--- src/rtl/pinwatch_pkg.sv ---
package pinwatch_pkg;
    typedef enum logic {
        ST_WATCH   = 1'b0,
        ST_CONFIRM = 1'b1
    } flt_state_t;

    localparam logic RD_PORT   = 1'b0;
    localparam logic RD_CHANGE = 1'b1;
endpackage

--- src/rtl/pinwatch_sync.sv ---
module pinwatch_sync #(
    parameter int W = 7
) (
    input  logic         clk,
    input  logic         rst_n,
    input  logic [W-1:0] async_i,
    output logic [W-1:0] sync_o
);
    logic [W-1:0] meta_q;
    logic [W-1:0] sync_q;

    always_ff @(posedge clk or negedge rst_n) begin
        if (!rst_n) begin
            meta_q <= '0;
            sync_q <= '0;
        end else begin
            meta_q <= async_i;
            sync_q <= meta_q;
        end
    end

    assign sync_o = sync_q;
endmodule

--- src/rtl/pinwatch_filter.sv ---
module pinwatch_filter
    import pinwatch_pkg::*;
#(
    parameter logic RESET_LEVEL = 1'b1
) (
    input  logic clk,
    input  logic rst_n,
    input  logic tick_i,
    input  logic sample_i,
    output logic level_o,
    output logic accept_o
);
    flt_state_t state_q, state_d;
    logic       level_q, level_d;

    // State register
    always_ff @(posedge clk or negedge rst_n) begin
        if (!rst_n) begin
            state_q <= ST_WATCH;
            level_q <= RESET_LEVEL;
        end else begin
            state_q <= state_d;
            level_q <= level_d;
        end
    end

    // Next state and outputs
    always_comb begin
        state_d  = state_q;
        level_d  = level_q;
        accept_o = 1'b0;
        if (tick_i) begin
            unique case (state_q)
                ST_WATCH: begin
                    if (sample_i != level_q) state_d = ST_CONFIRM;
                end
                ST_CONFIRM: begin
                    state_d = ST_WATCH;
                    if (sample_i != level_q) begin
                        level_d  = sample_i;
                        accept_o = 1'b1;
                    end
                end
                default: state_d = ST_WATCH;
            endcase
        end
    end

    assign level_o = level_q;


    lvl_tick_chk: assert property (@(posedge clk) disable iff (!rst_n)
        !$stable(level_q) |-> $past(tick_i));


    lvl_confirm_chk: assert property (@(posedge clk) disable iff (!rst_n)
        !$stable(level_q) |-> ($past(state_q) == ST_CONFIRM));


    confirm_entry_chk: assert property (@(posedge clk) disable iff (!rst_n)
        $rose(state_q == ST_CONFIRM) |-> ($past(sample_i) != level_q));
endmodule

--- src/rtl/pin_change_detector.sv ---
module pin_change_detector
    import pinwatch_pkg::*;
#(
    parameter int   PORT_W      = 6,
    parameter int   WATCH_N     = 4,
    parameter logic RESET_LEVEL = 1'b1
) (
    input  logic                 clk,
    input  logic                 rst_n,
    input  logic [PORT_W-1:0]    pins_i,
    input  logic                 iack_i,
    input  logic                 sample_tick_i,
    input  logic                 rd_en_i,
    input  logic                 rd_sel_i,
    input  logic [WATCH_N-1:0]   irq_en_i,
    output logic [PORT_W+1:0]    rd_data_o,
    output logic                 irq_o
);
    localparam int RD_W   = PORT_W + 2;
    localparam int SYNC_W = PORT_W + 1;

    logic [SYNC_W-1:0]  sync_w;
    logic [WATCH_N-1:0] level_w;
    logic [WATCH_N-1:0] accept_w;
    logic [WATCH_N-1:0] chg_q;
    logic               clear_w;

    pinwatch_sync #(.W(SYNC_W)) u_sync (
        .clk     (clk),
        .rst_n   (rst_n),
        .async_i ({iack_i, pins_i}),
        .sync_o  (sync_w)
    );

    for (genvar g = 0; g < WATCH_N; g++) begin : g_flt
        pinwatch_filter #(.RESET_LEVEL(RESET_LEVEL)) u_flt (
            .clk      (clk),
            .rst_n    (rst_n),
            .tick_i   (sample_tick_i),
            .sample_i (sync_w[g]),
            .level_o  (level_w[g]),
            .accept_o (accept_w[g])
        );
    end

    assign clear_w = rd_en_i && (rd_sel_i == RD_CHANGE);

    always_ff @(posedge clk or negedge rst_n) begin
        if (!rst_n) chg_q <= '0;
        else        chg_q <= (chg_q & ~{WATCH_N{clear_w}}) | accept_w;
    end

    assign irq_o = |(chg_q & irq_en_i);

    always_comb begin
        rd_data_o = '0;
        if (rd_sel_i == RD_PORT) begin
            rd_data_o[SYNC_W-1:0] = sync_w;
            rd_data_o[RD_W-1]     = 1'b1;
        end else begin
            rd_data_o[2*WATCH_N-1:0] = {level_w, chg_q};
        end
    end


    chg_clear_chk: assert property (@(posedge clk) disable iff (!rst_n)
        (|($past(chg_q) & ~chg_q)) |-> $past(clear_w));


    chg_race_chk: assert property (@(posedge clk) disable iff (!rst_n)
        ($past(clear_w) && (|$past(accept_w))) |-> ((chg_q & $past(accept_w)) == $past(accept_w)));


    irq_quiet_chk: assert property (@(posedge clk) disable iff (!rst_n)
        ($past(clear_w) && !(|$past(accept_w))) |-> !irq_o);


    port_msb_chk: assert property (@(posedge clk) disable iff (!rst_n)
        (rd_sel_i == RD_PORT) |-> rd_data_o[RD_W-1]);
endmodule

--- config.mk ---
export PLATFORM = sky130hd
export DESIGN_NAME = pin_change_detector
export DESIGN_NICKNAME = d
export VERILOG_FILES = /design/src/rtl/pinwatch_pkg.sv /design/src/rtl/pinwatch_sync.sv /design/src/rtl/pinwatch_filter.sv /design/src/rtl/pin_change_detector.sv
export SDC_FILE = /design/constraint.sdc
export NUM_CORES = 1
export LEC_CHECK = 0
export ABC_AREA = 1
export BUFFER_PORTS_ARGS = -buffer_cell sky130_fd_sc_hd__buf_2
export CORE_UTILIZATION = 54
export CTS_CLUSTER_SIZE = 10
export DETAILED_ROUTE_END_ITERATION = 10
export HOLD_SLACK_MARGIN = 0.12
export PLACE_DENSITY = 0.92
export SYNTH_ARGS = -nofsm -noshare
export SYNTH_HDL_FRONTEND = slang
export SYNTH_SLANG_ARGS = --single-unit
--- constraint.sdc ---
create_clock -name clk -period 2.6 [get_ports clk]
set_input_delay 0.52 -clock clk [delete_from_list [all_inputs] [get_ports clk]]
set_output_delay 0.52 -clock clk [all_outputs]
set_load 0.01 [all_outputs]
* Yosys cells after proc, flatten, opt, wreduce, memory -nomap -nowiden
Cells that the tools add are included.
** Storage, ports and cells
- Register bits after elaboration :: 26
- Latch bits :: 0
- Bits in writable memories :: 0
- ROM bits :: 0
- Input port bits :: 16
- Output and inout bits :: 9
- Word-level logic and storage cells :: 46
- Memories :: 0
** Cells by class
- $add $sub $neg :: 0
- Multiply operators :: 0
- Div/mod/pow operators :: 0
- Magnitude comparators :: 0
- Equality and inequality tests :: 4
- Shifts and indexed selects :: 0
- Multiplexer cells :: 17
- Bitwise operators :: 8
- Reduce and logical (&&, ||, !) cells :: 6
** Operator list (count)
- $mux W1 :: 12
- $reduce_and A3 Y1 :: 4
- $and A4 B4 Y4 :: 2
- $mux W8 :: 1
- $pmux W1 S2 :: 4
- $ne A1 B1 Y1 :: 4
- $not A1 Y1 :: 4
- $not A4 Y4 :: 1
- $or A4 B4 Y4 :: 1
- $reduce_or A4 Y1 :: 1
- $logic_and A1 B1 Y1 :: 1

* Longest topological paths before layout
- Depth in word-level cells :: 5
- Depth in mapped cells :: 4
- Depth with buffers taken out :: 4

* Cells and area by module
Synthesis repeated with hierarchy kept, for this count alone.
** Second synthesis, totals
- Cells, all modules :: 124
- Area, all modules :: 1064.8 sq um
** By module, submodules not included
- pinwatch_filter :: times used 4, cells an instance 15, area each 106.4 sq um, sequential area each 51.3 sq um
- pinwatch_sync :: times used 1, cells an instance 14, area each 350.3 sq um, sequential area each 350.3 sq um
- pin_change_detector :: times used 1, cells an instance 50, area each 289.0 sq um, sequential area each 100.1 sq um

* Worst setup path before layout
Ideal clock, no wire load.
- Kind :: input to output
- Start point :: input rd_sel_i
- End point :: output rd_data_o[2]
- Data arrival time :: 0.925 ns
- Data required time :: 2.080 ns
- Slack :: 1.155 ns
- Stages on the path :: 2
- Path buffers :: 1
- Cell sequence :: buf_6 o21ai_0
** Between the ends
- Word-level cells in the longest chain between the ends :: 1
** Ends and longest elaborated chain
- from (decl) :: line pin_change_detector.sv:14 : input logic rd_sel_i,
- $mux W8 :: line pin_change_detector.sv:57 : if (rd_sel_i == RD_PORT) begin
- to (decl) :: line pin_change_detector.sv:16 : output logic [PORT_W+1:0] rd_data_o,
Every way passes these cells.

* Final worst setup path
- Start point :: register g_flt[2].u_flt.level_q
- End point :: output rd_data_o[6]
** Between the ends
- Word-level cells in the longest chain between the ends :: 1
** Ends and longest elaborated chain
- from (decl) :: line pinwatch_filter.sv:14 : logic level_q, level_d;
- from (signal assigned) :: line pinwatch_filter.sv:23 : level_q <= level_d;
- $mux W8 :: line pin_change_detector.sv:57
Every way passes these cells.

==> run metrics <==
WL final 1.71 mm; peak fanout along the critical path 3; Initial DRT Pass Iterations 4; status completed; number of CTS-inserted buffers 3; ANT nets after route 0; met2 usage 33.9%; Total GRT Usage 19.0%; # hold bufs at CTS 0; synth unique cells 11; Initial Util 57.8%; Post-CTS Setup Inserts 0; met1 global-route usage 21.6%; routing usage on met3 2.40%; PwrDens 886 nW/um2; RD Place Congestion 0.803; CTS tree built; worst hold margin 168 ps; post-synthesis cell count 106; Synth Area per Inst 9.53 um2; Synth top area share 54.5%; Post-CTS Resized 0; fin cells 156; first-pass GRT wire length 2.68 mm; flops & latches, synth 26; Die X 45.2 um; Die Y 45.2 um; min Tclk post-route 1720 ps; DRC 0; post-synth top area cell dfrtp_1; clk_skew 3.02 ps; CTS sink count 26; Fill cells 144; latest clock arrival within the worst-skew pair 310 ps; gr busiest metal met2; sequential fraction of the synthesis area 64.9%; Mapped Area 1010 um2; leak pwr 0.612 nW; CP startpoint kind flop; final setup TNS 0 ps; die area 2050 um2; placed insts 153; Max Cap Viol 0; CTS Root Cell clkbuf_4; Place WS 997 ps; # diodes 0; pin count of the biggest net entering global routing 27; final-stage net count 149; Post-Syn Nets 122; WP data arrival 1200 ps; power consumption 1.03 mW; kind of critical path flop to output port; Max Slew Vio Count 0; area of the multi-input gates 283 um2; clk slew on worst S/H paths 120 ps; fmax 583 MHz; clk buf depth 2; IO Pins 25; via count 786; largest cells by area after synthesis dfrtp_1, nand2_1, dfstp_2, nand4_1, inv_1; Starting DRT DRC Count 4; HP Class input port to asynchronous set/reset pin; WL per Instance 10.9 um; Slew HR 64.6%; area delta synth->final 15.0%; final worst slack 884 ps; Rows 15; HPWL after DPL 1.31 mm; Port Buf Inserts 24; post-DR vias/cell 5.04; peak supply drop 0.000532 V; share of cells above drive strength 1 24.4%; crit end category output port; RSZ-0062 raised after global routing no; initial antenna violation count 0; Reg area 656 um2; Yosys warning total 0; Slew @ Worst Pin 531 ps; Hold Vio Cnt, Final 0; core box area 1750 um2; data required time of the worst path 2080 ps; H-tree levels 1; grt ovf 0; post-route clock period utilization 66.0%; Final Setup Violations 0; vias in the first global route 664
## cells in the mapped netlist
master,count
nand2_1,41
nand4_1,9
nor2_1,3
a21oi_1,3
dfstp_2,4
dfrtp_1,22
o21ai_1,1
nand2_2,1
inv_1,13
o21ai_0,7
buf_6,2
## registers in the layout, summed over array words and instances (netlist names)
signal / count
chg_q: 4
g_flt.u_flt.level_o: 4
g_flt.u_flt.state_q: 4
u_sync.meta_q: 7
u_sync.sync_o: 7
## critical path, stage by stage, from the launching register on
cell     delay [ps]
dfstp_2         560
inv_1            60
a21oi_1         130
buf_2           150
## where the power goes
| part | internal [mW] | switching (mW) | leakage (nW) |
|---|---|---|---|
| clock | 0.0542 | 0.104 | 0.0138 |
| sequential | 0.521 | 0.0787 | 0.306 |
| combinational | 0.111 | 0.161 | 0.292 |
| total | 0.685 | 0.343 | 0.612 |
## placed cells by master, fill, tap and decap left out, drive strengths merged
cell    count
inv        13
nand4       9
dfrtp      22
nor2        3
dfstp       4
clkbuf      3
buf        24
a21oi       3
nand2      42
o21ai       8
## layer usage
layer	part of all wire [%]	routed length, um
met1	41	694
met3	4.2	72
met2	53	901
met5	0	0
met4	2.3	39
## final timing paths
check	from	end	slack (ps)	cells past startpoint
worst max register to register	g_flt[2].u_flt.level_o	g_flt[2].u_flt.state_q	1680	4
max in group asynchronous	rst_n	g_flt[3].u_flt.level_o	2060	1
worst min register to register	u_sync.meta_q[2]	u_sync.sync_o[2]	360	0
min in group clk	pins_i[0]	u_sync.meta_q[0]	300	1
worst max-delay path	g_flt[2].u_flt.level_o	rd_data_o[6]	880	3
worst min-delay path	rst_n	g_flt[1].u_flt.state_q	170	1
## cells by family (layout without fill, tap and decap cells)
family                 after synthesis  count (layout)  share of synthesized area [%]
buffers and inverters               15              40                           7.06
AOI/OAI and AO/OA                   11              11                           5.45
DFF                                 26              26                           64.9
and+or+nand+nor                     54              54                           22.6
## cell type report
class	count	share of cell area, %
inverters	13	4.20
multi-input cells	65	24.4
repair buffers	24	10.3
flip-flops and latches	26	56.5
well taps	25	2.69
clock buffers	3	1.94
## through the flow
stage | utilization [%] | instance area (um2)
3_3_place_gp | 65.2 | 1140
5_1_grt | 66.5 | 1160
3_5_place_dp | 65.2 | 1140
2_1_floorplan | - | 1010
4_1_cts | 66.5 | 1160
6_report | 66.5 | 1160
Note: power is estimated with default switching activity, not from simulation.
